### src/rtl/chain_pkg.sv
// Package: shared direction encoding and configuration field position.
// Assumes exactly two directions, transmit and receive.
package chain_pkg;
    typedef enum logic {DIR_TX = 1'b0, DIR_RX = 1'b1} dir_e;
    localparam int unsigned NDIR      = 2;
    localparam int unsigned CHAIN_BIT = 6;
endpackage

### src/rtl/chain_fifo.sv
// Module: chain_fifo
// Small queue with a runtime capacity limit (cap <= DEPTH) and a flush.
// Pushes beyond cap are dropped; a pop of an empty queue does nothing.
// Assumes cap never exceeds DEPTH.
module chain_fifo #(
    parameter int unsigned W     = 8,
    parameter int unsigned DEPTH = 2,
    localparam int unsigned CNT_W = $clog2(DEPTH + 1),
    localparam int unsigned PTR_W = (DEPTH > 1) ? $clog2(DEPTH) : 1
) (
    input  logic             clk,
    input  logic             rst_n,
    input  logic             flush,
    input  logic [CNT_W-1:0] cap,
    input  logic             push,
    input  logic [W-1:0]     push_data,
    input  logic             pop,
    output logic             valid,
    output logic [W-1:0]     head,
    output logic [CNT_W-1:0] count,
    output logic             full
);
    logic [W-1:0]     mem [DEPTH];
    logic [PTR_W-1:0] wr_ptr, rd_ptr;
    logic             do_push, do_pop;

    function automatic logic [PTR_W-1:0] step(input logic [PTR_W-1:0] p);
        return (p == PTR_W'(DEPTH - 1)) ? '0 : p + 1'b1;
    endfunction

    // Accept qualifiers: space for a push, an entry for a pop.
    always_comb begin
        full    = (count >= cap);
        do_push = push && !full;
        do_pop  = pop && (count != '0);
        valid   = (count != '0);
        head    = mem[rd_ptr];
    end

    // Pointer and occupancy update, flush overriding all traffic.
    always_ff @(posedge clk) begin
        if (!rst_n || flush) begin
            wr_ptr <= '0;
            rd_ptr <= '0;
            count  <= '0;
        end else begin
            if (do_push) wr_ptr <= step(wr_ptr);
            if (do_pop)  rd_ptr <= step(rd_ptr);
            count <= count + CNT_W'(do_push) - CNT_W'(do_pop);
        end
    end

    // Storage write, no reset needed on data.
    always_ff @(posedge clk) begin
        if (do_push && !flush) mem[wr_ptr] <= push_data;
    end


    full_hold_chk: assert property (@(posedge clk) disable iff (!rst_n)
        (push && full && !pop && !flush) |=> (count == $past(count)));

    flush_empty_chk: assert property (@(posedge clk) disable iff (!rst_n)
        flush |=> (count == '0));

    pop_step_chk: assert property (@(posedge clk) disable iff (!rst_n)
        (pop && valid && !push && !flush) |=> (count == $past(count) - 1'b1));
endmodule

### src/rtl/chain_mode.sv
// Module: chain_mode
// Holds the chaining-enable bit, derives the queue capacity and issues a
// flush pulse when chaining is switched off. Reset leaves legacy mode.
module chain_mode #(
    parameter int unsigned DEPTH = 2,
    localparam int unsigned CNT_W = $clog2(DEPTH + 1)
) (
    input  logic             clk,
    input  logic             rst_n,
    input  logic             cfg_we,
    input  logic [7:0]       cfg_wdata,
    output logic             chain_en,
    output logic             flush,
    output logic [CNT_W-1:0] cap
);
    import chain_pkg::*;

    // Flush on the write that turns chaining off; capacity from the mode.
    always_comb begin
        flush = cfg_we && !cfg_wdata[CHAIN_BIT] && chain_en;
        cap   = chain_en ? CNT_W'(DEPTH) : CNT_W'(1);
    end

    // Mode register, legacy after reset.
    always_ff @(posedge clk) begin
        if (!rst_n)      chain_en <= 1'b0;
        else if (cfg_we) chain_en <= cfg_wdata[CHAIN_BIT];
    end
endmodule

### src/rtl/chain_irq.sv
// Module: chain_irq
// Combines per-direction completion-pending flags under their masks.
module chain_irq #(
    parameter int unsigned N = 2
) (
    input  logic [N-1:0] pend,
    input  logic [N-1:0] mask,
    output logic         irq
);
    // Any unmasked pending completion raises the request.
    always_comb irq = |(pend & ~mask);
endmodule

### src/rtl/cmd_chain_ctrl.sv
// Module: cmd_chain_ctrl
// Top: per-direction command queues feeding the packet engines, per-direction
// completion status queues read by the host, sticky overflow, masked irq.
// Assumes engines pulse take/done for one cycle per event.
module cmd_chain_ctrl #(
    parameter int unsigned CMD_W  = 8,
    parameter int unsigned STAT_W = 4,
    parameter int unsigned DEPTH  = 2
) (
    input  logic              clk,
    input  logic              rst_n,
    input  logic              cfg_we,
    input  logic [7:0]        cfg_wdata,
    input  logic [1:0]        irq_mask,
    input  logic              cmd_we,
    input  logic              cmd_dir,
    input  logic [CMD_W-1:0]  cmd_data,
    output logic              tx_cmd_valid,
    output logic [CMD_W-1:0]  tx_cmd_data,
    input  logic              tx_cmd_take,
    output logic              rx_cmd_valid,
    output logic [CMD_W-1:0]  rx_cmd_data,
    input  logic              rx_cmd_take,
    input  logic              tx_done,
    input  logic [STAT_W-1:0] tx_status,
    input  logic              rx_done,
    input  logic [STAT_W-1:0] rx_status,
    output logic              tx_stat_valid,
    output logic [STAT_W-1:0] tx_stat_head,
    input  logic              tx_stat_pop,
    output logic              rx_stat_valid,
    output logic [STAT_W-1:0] rx_stat_head,
    input  logic              rx_stat_pop,
    output logic [1:0]        cmd_ovf,
    output logic              irq
);
    import chain_pkg::*;
    localparam int unsigned CNT_W = $clog2(DEPTH + 1);

    logic             chain_en, flush;
    logic [CNT_W-1:0] cap;
    logic [NDIR-1:0]  c_push, c_take, c_valid, c_full;
    logic [NDIR-1:0]  s_push, s_pop, s_valid, s_full;
    logic [CMD_W-1:0] c_head [NDIR];
    logic [STAT_W-1:0] s_in [NDIR];
    logic [STAT_W-1:0] s_head [NDIR];
    logic [CNT_W-1:0] c_cnt [NDIR];
    logic [CNT_W-1:0] s_cnt [NDIR];

    chain_mode #(.DEPTH(DEPTH)) u_mode (
        .clk(clk), .rst_n(rst_n), .cfg_we(cfg_we), .cfg_wdata(cfg_wdata),
        .chain_en(chain_en), .flush(flush), .cap(cap)
    );

    // Steer host and engine strobes into per-direction vectors.
    always_comb begin
        c_push[DIR_TX] = cmd_we && (cmd_dir == DIR_TX);
        c_push[DIR_RX] = cmd_we && (cmd_dir == DIR_RX);
        c_take = {rx_cmd_take, tx_cmd_take};
        s_push = {rx_done, tx_done};
        s_pop  = {rx_stat_pop, tx_stat_pop};
        s_in[DIR_TX] = tx_status;
        s_in[DIR_RX] = rx_status;
    end

    for (genvar d = 0; d < NDIR; d++) begin : g_dir
        chain_fifo #(.W(CMD_W), .DEPTH(DEPTH)) u_cmdq (
            .clk(clk), .rst_n(rst_n), .flush(flush), .cap(cap),
            .push(c_push[d]), .push_data(cmd_data), .pop(c_take[d]),
            .valid(c_valid[d]), .head(c_head[d]), .count(c_cnt[d]), .full(c_full[d])
        );
        chain_fifo #(.W(STAT_W), .DEPTH(DEPTH)) u_statq (
            .clk(clk), .rst_n(rst_n), .flush(flush), .cap(cap),
            .push(s_push[d]), .push_data(s_in[d]), .pop(s_pop[d]),
            .valid(s_valid[d]), .head(s_head[d]), .count(s_cnt[d]), .full(s_full[d])
        );
    end

    // Sticky overflow per direction, cleared by reset or flush.
    always_ff @(posedge clk) begin
        if (!rst_n || flush) cmd_ovf <= '0;
        else                 cmd_ovf <= cmd_ovf | (c_push & c_full);
    end

    chain_irq #(.N(NDIR)) u_irq (.pend(s_valid), .mask(irq_mask), .irq(irq));

    // Output mapping.
    always_comb begin
        tx_cmd_valid  = c_valid[DIR_TX];
        tx_cmd_data   = c_head[DIR_TX];
        rx_cmd_valid  = c_valid[DIR_RX];
        rx_cmd_data   = c_head[DIR_RX];
        tx_stat_valid = s_valid[DIR_TX];
        tx_stat_head  = s_head[DIR_TX];
        rx_stat_valid = s_valid[DIR_RX];
        rx_stat_head  = s_head[DIR_RX];
    end


    ovf_sticky_tx_chk: assert property (@(posedge clk) disable iff (!rst_n)
        (cmd_ovf[0] && !flush) |=> cmd_ovf[0]);

    ovf_sticky_rx_chk: assert property (@(posedge clk) disable iff (!rst_n)
        (cmd_ovf[1] && !flush) |=> cmd_ovf[1]);

    irq_source_chk: assert property (@(posedge clk) disable iff (!rst_n)
        (!irq && !tx_done && !rx_done) |=> (!irq || (irq_mask != $past(irq_mask))));

    legacy_cap_chk: assert property (@(posedge clk) disable iff (!rst_n)
        !chain_en |-> (c_cnt[0] <= 1 && c_cnt[1] <= 1 && s_cnt[0] <= 1 && s_cnt[1] <= 1));
endmodule

### config.mk
export PLATFORM = sky130hd
export DESIGN_NAME = cmd_chain_ctrl
export DESIGN_NICKNAME = d
export VERILOG_FILES = /design/src/rtl/chain_pkg.sv /design/src/rtl/chain_fifo.sv /design/src/rtl/chain_mode.sv /design/src/rtl/chain_irq.sv /design/src/rtl/cmd_chain_ctrl.sv
export SDC_FILE = /design/constraint.sdc
export NUM_CORES = 1
export LEC_CHECK = 0
export CAP_MARGIN = 20
export CORE_MARGIN = 1.5
export CORE_UTILIZATION = 30
export DETAILED_ROUTE_END_ITERATION = 16
export DONT_BUFFER_PORTS = 1
export PLACE_DENSITY = 0.56
export SLEW_MARGIN = 20
export SYNTH_ARGS = -nofsm -noshare
export SYNTH_HDL_FRONTEND = slang
export SYNTH_SLANG_ARGS = --single-unit
### constraint.sdc
create_clock -name clk -period 2.7 [get_ports clk]
set_input_delay 0.27 -clock clk [delete_from_list [all_inputs] [get_ports clk]]
set_output_delay 0.27 -clock clk [all_outputs]
set_load 0.02 [all_outputs]
==> results of run 1 <==
## flip-flops by register name, summed over array words and instances (netlist names), named ones only
name	flops
g_dir.u_statq.mem	16
g_dir.u_statq.wr_ptr	2
u_mode.chain_en	1
g_dir.u_cmdq.mem	32
g_dir.u_cmdq.count	4
g_dir.u_cmdq.wr_ptr	2
g_dir.u_statq.rd_ptr	2
g_dir.u_cmdq.rd_ptr	2
cmd_ovf	2
g_dir.u_statq.count	4
## metrics by stage
stage / hold WS, ns / std cells / total power, mW
6_report: 0.0537 / 370 / 3.77
2_1_floorplan: 0.369 / 205 / 2.71
5_1_grt: 0.0490 / 370 / 4.04
4_1_cts: 0.0314 / 370 / 3.84
3_3_place_gp: 0.369 / 338 / 2.90
3_5_place_dp: 0.369 / 338 / 2.93
## cells in the final DEF, fill, tap and decap left out, types with 5 or more instances in the layout
cell type      synthesis  layout
nor2b_1                5       5
ha_1                  12      12
dfxtp_1               23      23
mux2_2                24      24
inv_1                  7       7
edfxtp_1              48      48
dlygate4sd3_1          0      16
nand2_1                6       6
nor2_1                23      23
clkbuf_8               0       9
xnor2_1               12      12
## cell type report
cell class,count,area share
tap,133,0.0477
clock buffer,9,0.0355
timing repair buffer,20,0.0545
multi-input combinational,123,0.288
inverter,7,0.00753
clock inverter,7,0.0222
sequential,71,0.545
## worst max-delay path: stages, from the launching register on
cell and delay [ns]:
dfxtp_1 0.35, inv_1 0.14, ha_1 0.31, nand2b_2 0.21, a211oi_2 0.35, and3_1 0.48
## what timing repair did
| action | CTS | global route |
|---|---|---|
| setup endpoints to repair | 0 | 0 |
| endpoints found under the hold margin | 48 | 0 |
| resized for setup | 0 | 0 |
| hold buffers | 16 | 0 |
## path summary, 6_finish.rpt
check | from | to | slack (ns) | cells past startpoint
worst max-delay path | u_mode.chain_en | g_dir[0].u_cmdq.mem[1][1] | 0.50 | 5
worst min-delay path | rst_n | u_mode.chain_en | 0.05 | 1
worst max register to register | u_mode.chain_en | g_dir[0].u_cmdq.mem[1][1] | 0.50 | 5
worst min register to register | g_dir[1].u_statq.rd_ptr | flop | 0.51 | 2
## cell families after synthesis
| logic type | after synthesis | share of synthesized area |
|---|---|---|
| flip-flops | 71 | 0.645 |
| adder cells (fa/ha/maj) | 12 | 0.0509 |
| AND/OR/NAND/NOR | 57 | 0.0993 |
| multiplexers | 25 | 0.0950 |
| AO/OA/AOI/OAI | 13 | 0.0475 |
| XOR/XNOR | 16 | 0.0475 |
| buffers and inverters | 11 | 0.0149 |
## per-layer routing
layer / track usage / wire length (µm) / share of wire
met1: 0.121 / 2280 / 0.44
met2: 0.183 / 2460 / 0.48
met3: 0.0438 / 309 / 0.060
met4: 0.0506 / 91 / 0.018
met5: 0 / 0 / 0
## power breakdown
| part | total (mW) | leakage, nW | switching [mW] | internal (mW) |
|---|---|---|---|---|
| registers | 1.56 | 0.627 | 0.149 | 1.41 |
| logic | 1.35 | 0.511 | 0.796 | 0.553 |
| clock network | 0.858 | 0.101 | 0.422 | 0.436 |
| total | 3.77 | 1.24 | 1.37 | 2.40 |
==> impl_metrics.toml, run 1 <==
[status]
run_status = "complete, no violations"

[clocking]
post_cts_buffers = 0
numCtsBuffers = 9
cts_tree = "yes"
cts.sinks = 71
clk_latency_ns = 0.34
clk_pin_slew_ns = 0.08
cts-root-buf = "clkbuf_8"
clk_path_buf_depth = 2
htree_levels = 3

[sta]
max_freq_mhz = 454
fin_worst_skew_ns = 0.00902
worst_slack_ns = 0.497
finalSetupViolations = 0
max_slew_margin = 0.696
final_min_period_over_clock_period = 0.816
setup-tns-final_ns = 0
tightestPinTransition_ns = 0.456
final_max_slew_viol_count = 0
final.min_clock_period_ns = 2.20
hold_violations = 0
rsz0062_at_grt = "no"

[route]
avgViaCountPerCell = 4.31
drc = 0
drt-wirelength-per-cell_um = 13.9
dr_total_vias = 1593
first_pass_iters = 4
drtIter0Drc = 31
antenna_left = 0
routed_wl_mm = 5.14

[yosys]
ys_seq_area_frac = 0.645
yosysWarningCount = 0
synthTopCellsByCount = "edfxtp_1 (48), mux2_2 (24), dfxtp_1 (23), nor2_1 (23)"
syn_area_mm2 = 0.00295
syn_area_per_cell_um2 = 14.4
synthArstFlopShare = 0
synth_nets = 254
netlist_instances = 205
synth.top_cells.by_area = "edfxtp_1 (49%), dfxtp_1 (16%), mux2_2 (9.2%)"
synth.distinct_cells = 30
synth_edf_count = 48
synth_seq_cells = 71
synth_ff_type = "edfxtp_1"
synth.most_common_cell = "edfxtp_1"
yosysTopAreaCell = "edfxtp_1"
yosys.area.top_type_share = 0.489

[cells_and_area]
area_growth_pct = 18.3
nets = 281
seqCellArea_mm2 = 0.00190
multi_input_area_mm2 = 0.00100
nFillCells = 976
antenna_cells = 0
drive_gt1_frac = 0.224
design_area_mm2 = 0.00349
post-route-util = 0.362

[critical_path]
arrival_ns = 2.20
crit_required_ns = 2.69
path_max_fanout = 8
crit_type = "flop to flop"
cp-start-kind = "flop"
crit_path_end_kind = "flop"

[floorplan]
die_height_um = 102
dieArea_mm2 = 0.0104
start_util = 0.306
core_mm2 = 0.00964
rows = 36
die_w_um = 102
io_pins = 68

[global_routing]
grtUsageTotal = 0.109
grt_overflow = 0
antenna_found_initial = 0
grt_pass1_vias = 1656
grt_max_degree = 15
grt_first_pass_wirelength_mm = 8.16

[pwr]
vdd_drop_max_mv = 0.470
leakage_nw = 1.24
power_density_mw_per_mm2 = 1080

[place]
place_ws_ns = 0.459
place_area_mm2 = 0.00313
gp_congestion = 0.731
io_buffers = 0
hpwl_mm = 3.54

[run]
max_cap_violations = 0

[hold_path]
min_path_type = "primary input to flop"
Power figures use the tool's default switching activity.
==> run 2: changes to the inputs <==
--- a/config.mk
+++ b/config.mk
@@ -5,6 +5,7 @@
 export SDC_FILE = /design/constraint.sdc
 export NUM_CORES = 1
 export LEC_CHECK = 0
+export ABC_AREA = 1
 export CAP_MARGIN = 20
 export CORE_MARGIN = 1.5
 export CORE_UTILIZATION = 30
==> constraint.sdc (replaced) <==
create_clock -name clk -period 2.15 [get_ports clk]
set_input_delay 0.215 -clock clk [delete_from_list [all_inputs] [get_ports clk]]
set_output_delay 0.215 -clock clk [all_outputs]
set_load 0.02 [all_outputs]
==> impl_metrics.toml, run 2 <==
[critical_path]
reg2reg_to = "g_dir[1].u_cmdq.mem[0][5]"
crit_path_end_kind = "flop"
r2r_cells = 11
crit_type = "flop to flop"
path_max_fanout = 9
crit_required_ns = 2.19
rr_startpoint = "u_mode.chain_en"
regToRegSetupSlack_ns = 0.24
cp-start-kind = "flop"
arrival_ns = 1.95

[clocking]
htree_levels = 3
post_cts_buffers = 0
clk_path_buf_depth = 2
cts_tree = "yes"
clk_latency_ns = 0.34
numCtsBuffers = 9
cts.sinks = 71
clk_pin_slew_ns = 0.08
cts-root-buf = "clkbuf_8"

[sta]
fin_worst_skew_ns = 0.0119
max_freq_mhz = 524
finalSetupViolations = 0
hold_violations = 0
setup-tns-final_ns = 0
whs_ns = 0.0646
max_slew_margin = 0.694
final.min_clock_period_ns = 1.91
tightestPinTransition_ns = 0.465
rsz0062_at_grt = "no"
final_min_period_over_clock_period = 0.887
final_max_slew_viol_count = 0

[cells_and_area]
drive_gt1_frac = 0.216
antenna_cells = 0
design_area_mm2 = 0.00358
regMostFlops = "g_dir.u_cmdq.mem"
nets = 331
stdcell_count = 420
nFillCells = 964
layout_common_cells = "edfxtp_1 (48), nor2_1 (40), nand2_1 (31)"
area_growth_pct = 20.4
final_common_cell = "edfxtp_1"
largest_register_ffs = 32
reg_top3 = "g_dir.u_cmdq.mem x32, g_dir.u_statq.mem x16"

[floorplan]
dieArea_mm2 = 0.0105
io_pins = 68
die_w_um = 103
rows = 36
die_height_um = 103
core_mm2 = 0.00968
start_util = 0.307

[yosys]
synth_ff_type = "edfxtp_1"
syn_area_mm2 = 0.00297
yosysTopAreaCell = "edfxtp_1"
synthTopCellsByCount = "edfxtp_1 (48), nor2_1 (40), nand2_1 (31)"
synth_nets = 294
ys_seq_area_frac = 0.640
yosys.area.top_type_share = 0.485
synth.distinct_cells = 25
synth.top_cells.by_area = "edfxtp_1 (49%), dfxtp_1 (16%), mux2_2 (9.1%)"
synth_edf_count = 48
synth_seq_cells = 71
yosysWarningCount = 0
syn_area_per_cell_um2 = 12.1
synth.most_common_cell = "edfxtp_1"
synthArstFlopShare = 0
netlist_instances = 245

[global_routing]
grt_first_pass_wirelength_mm = 8.26
grtUsageTotal = 0.105
grt_max_degree = 16
antenna_found_initial = 0
grt_pass1_vias = 1776
grt_overflow = 0

[place]
hpwl_mm = 3.62
place_area_mm2 = 0.00321
io_buffers = 0
gp_congestion = 0.762
dp.cells = 386

[status]
run_status = "complete, no violations"

[hold_path]
min_path_cells = 2
min_path_type = "primary input to flop"
min_to = "g_dir[1].u_statq.wr_ptr"
hold_path.startpoint = "rst_n"

[route]
drc = 0
drtIter0Drc = 46
routed_wl_mm = 5.17
dr_total_vias = 1798
drt-wirelength-per-cell_um = 12.3
first_pass_iters = 4
antenna_left = 0
avgViaCountPerCell = 4.28

[pwr]
leakage_nw = 1.38
power_density_mw_per_mm2 = 1150
vdd_drop_max_mv = 0.418
fin_total_pwr_mw = 4.10

[run]
max_cap_violations = 0
run 2: cell types whose count changed after synthesis, moves of 4 or more:
cell | previous run | this run
and2_1 | 4 | 0
nor2_1 | 23 | 40
inv_1 | 7 | 25
nand2b_1 | 4 | 0
nand2_1 | 6 | 31
xnor2_1 | 12 | 5
a21oi_1 | 3 | 8
nor2b_1 | 5 | 0
xor2_1 | 4 | 0
and3_1 | 4 | 0
run 2: cells by family after synthesis:
family                   share of synthesized area
multiplexers                                0.0910
AND/OR/NAND/NOR                              0.133
flip-flops                                   0.640
XOR/XNOR                                    0.0147
AO/OA/AOI/OAI                               0.0257
buffers and inverters                       0.0451
adder cells (fa/ha/maj)                     0.0505
run 2: worst max path at each step:
stage	startpoint	endpoint	slack, ns	cells past startpoint
global placement	u_mode.chain_en	g_dir[1].u_cmdq.mem[0][6]	0.25	11
finish	u_mode.chain_en	g_dir[1].u_cmdq.mem[0][5]	0.24	11
global route	u_mode.chain_en	g_dir[1].u_cmdq.mem[0][5]	0.03	11
detailed placement	u_mode.chain_en	g_dir[0].u_statq.mem[0][0]	0.24	7
floorplan	u_mode.chain_en	g_dir[0].u_cmdq.mem[1][0]	0.16	9
CTS	u_mode.chain_en	g_dir[1].u_cmdq.mem[0][5]	0.22	11
run 2: cell type report:
class / instances / area [µm²] / share of cell area
Inverter: 27 / 104 / 0.0290
Clock inverter: 7 / 60.1 / 0.0168
Timing Repair Buffer: 29 / 275 / 0.0769
Clock buffer: 9 / 124 / 0.0346
Tap cell: 133 / 166 / 0.0465
Multi-Input combinational cell: 144 / 946 / 0.264
Sequential cell: 71 / 1900 / 0.532
run 2: timing repair:
item | in CTS | in global routing
hold buffers | 18 | 0
hold endpoints to repair | 49 | 0
gates resized for setup | 0 | 0
run 2: worst max-delay path, stage by stage, from the launching register on:
cell and delay, ns:
dfxtp_1 0.33, inv_1 0.06, buf_12 0.14, ha_1 0.28, inv_1 0.05, nand2_1 0.04, nand2_1 0.07, nand2_1 0.07
nor2_1 0.17, inv_1 0.10, nor3_2 0.10, buf_4 0.20
run 2: routing by layer:
metal	track usage	routed length, µm	vias to the layer above
met1	0.120	2290	835
met5	0	0	-
met3	0.0264	267	6
met4	0.0474	38	0
li1	-	-	911
met2	0.187	2570	46
run 2: through the flow:
step | util | setup WS, ns
after global placement | 0.332 | 0.251
after global routing | 0.369 | 0.0294
after detailed placement | 0.332 | 0.238
final | 0.369 | 0.243
after floorplan | - | 0.162
after CTS | 0.369 | 0.220
run 2: power by group:
part	switching [mW]	internal, mW	total, mW
clock	0.547	0.438	0.985
sequential	0.155	1.71	1.87
combinational	0.756	0.488	1.24
==> run 3: changes to the inputs <==
--- a/config.mk
+++ b/config.mk
@@ -7,7 +7,8 @@
 export LEC_CHECK = 0
 export ABC_AREA = 1
 export CAP_MARGIN = 20
-export CORE_MARGIN = 1.5
+export CORE_ASPECT_RATIO = 1.4
+export CORE_MARGIN = 1
 export CORE_UTILIZATION = 30
 export DETAILED_ROUTE_END_ITERATION = 16
 export DONT_BUFFER_PORTS = 1
==> impl_metrics.toml, run 3 (same netlist as run 2, synthesis figures left out) <==
[hold_path]
min_path_type = "primary input to flop"

[place]
io_buffers = 0
dp.cells = 382
hpwl_mm = 3.77
gp_congestion = 0.724

[cells_and_area]
regMostFlops = "g_dir.u_cmdq.mem"
seqCellArea_mm2 = 0.00190
nets = 332
multi_input_area_um2 = 946
drive_gt1_frac = 0.229
final_common_cell = "edfxtp_1"
stdcell_count = 420
area_growth_pct = 23.5
antenna_cells = 0
nFillCells = 892
largest_register_ffs = 32
reg_top3 = "g_dir.u_cmdq.mem x32, g_dir.u_statq.mem x16"
layout_common_cells = "edfxtp_1 (48), nor2_1 (40), nand2_1 (31)"

[route]
drtIter0Drc = 44
routed_wl_mm = 5.31
drt-wirelength-per-cell_um = 12.6
antenna_left = 0
drc = 0
avgViaCountPerCell = 4.25
first_pass_iters = 4
dr_total_vias = 1787

[critical_path]
arrival_ns = 2.03
worstSetupStartpoint = "u_mode.chain_en"
cp_common_cell = "nand2_1"
slowest_delay_ns = 0.37
r2r_cells = 9
cp_slowest_cell = "dfxtp_2"
crit_type = "flop to flop"
cp_cell_sequence = "clkinvlp_4 -> buf_4 -> ha_1 -> nand2_1 -> nand2_1 -> nor2_1 -> nand2_1 -> nor2_1 -> buf_4"
rr_startpoint = "u_mode.chain_en"
reg2reg_to = "g_dir[0].u_cmdq.mem[1][7]"
path_max_fanout = 8
crit_required_ns = 2.18
crit_end = "g_dir[0].u_cmdq.mem[1][7]"
crit_path_end_kind = "flop"
cp-start-kind = "flop"
regToRegSetupSlack_ns = 0.15

[pwr]
fin_total_pwr_mw = 4.46
p_sw_mw = 1.48
p_seq_frac = 0.419
leakage_nw = 1.43
p_int_mw = 2.98
pwr-share-clk = 0.303
swShare = 0.332
vdd_drop_max_mv = 0.480
power_density_mw_per_mm2 = 1220
combPwrFrac = 0.277

[sta]
fin_worst_skew_ns = 0.00623
rsz0062_at_grt = "no"
final_min_period_over_clock_period = 0.931
final_max_slew_viol_count = 0
max_slew_margin = 0.693
finalSetupViolations = 0
setup-tns-final_ns = 0
final.min_clock_period_ns = 2.00
tightestPinTransition_ns = 0.468
max_freq_mhz = 500
hold_violations = 0

[global_routing]
grt_first_pass_wirelength_mm = 8.51
top_usage_layer = "met2"
grtUsageMet3 = 0.0303
use_met2 = 0.202
antenna_found_initial = 0
grt_max_degree = 15
grtUsageTotal = 0.111
use_met1 = 0.114
grt_overflow = 0
grt_pass1_vias = 1773

[floorplan]
io_pins = 68
die_w_um = 86.1
dieArea_mm2 = 0.0103
rows = 42
start_util = 0.312
core_mm2 = 0.00951
die_height_um = 120

[clocking]
clk_pin_slew_ns = 0.06
cts.sinks = 71
cts_tree = "yes"
clk_path_buf_depth = 2
numCtsBuffers = 9
clk_latency_ns = 0.32
htree_levels = 3
cts-root-buf = "clkbuf_16"

[run]
max_cap_violations = 0

[status]
run_status = "complete, no violations"
run 3: worst max-delay path: cells and delay by family, from the launching register on:
kind | cells | cell delay [ns]
fa+ha+maj | 1 | 0.28
buf+inv | 3 | 0.53
flops | 1 | 0.37
simple gates | 5 | 0.53
run 3: worst min-delay path by stage:
| stage | startpoint | slack [ns] | endpoint | cells after the start |
|---|---|---|---|---|
| floorplan | cfg_we | 0.31 | u_mode.chain_en | 1 |
| global placement | cfg_we | 0.31 | u_mode.chain_en | 1 |
| detailed placement | rx_status[2] | 0.31 | g_dir[1].u_statq.mem[1][2] | 0 |
| CTS | rst_n | 0.02 | u_mode.chain_en | 2 |
| global route | rst_n | 0.02 | u_mode.chain_en | 2 |
| finish | rst_n | 0.03 | u_mode.chain_en | 2 |
run 3: what timing repair did:
item	in CTS	in global routing
endpoints found under the setup margin	0	40
endpoints found under the hold margin	49	0
setup buffers	0	4
hold buffers	17	0
resized for setup	0	4
run 3: metal layers:
layer	wire length, µm	part of all wire	up-vias
li1	-	-	910
met1	2120	0.40	824
met2	2820	0.53	45
met3	251	0.047	8
met4	114	0.021	0
met5	0	0	-
run 3: cell type report:
type                            instances  area share
Sequential cell                        71       0.519
Clock buffer                            9      0.0614
Timing Repair Buffer                   29      0.0719
Inverter                               27      0.0293
Timing Repair inverter                  1     0.00136
Multi-Input combinational cell        144       0.258
Tap cell                              132      0.0450
Clock inverter                          7      0.0147
run 3: through the flow:
step           setup WS [ns]  area (µm²)  hold slack, ns  utilization
6_report               0.149        3670          0.0274        0.386
5_1_grt              0.00465        3670          0.0214        0.386
4_1_cts               0.0559        3630          0.0249        0.381
3_5_place_dp          0.0681        3180           0.314        0.334
3_3_place_gp           0.124        3180           0.311        0.334
2_1_floorplan          0.162        2980           0.308            -
run 3: power groups by stage:
| stage | Combinational [mW] | Sequential [mW] | Clock [mW] |
|---|---|---|---|
| global route | 1.40 | 1.90 | 1.46 |
| detailed placement | 1.20 | 1.91 | 0 |
| finish | 1.24 | 1.87 | 1.35 |
| global placement | 1.19 | 1.90 | 0 |
| CTS | 1.25 | 1.88 | 1.40 |
| floorplan | 1.04 | 1.84 | 0 |
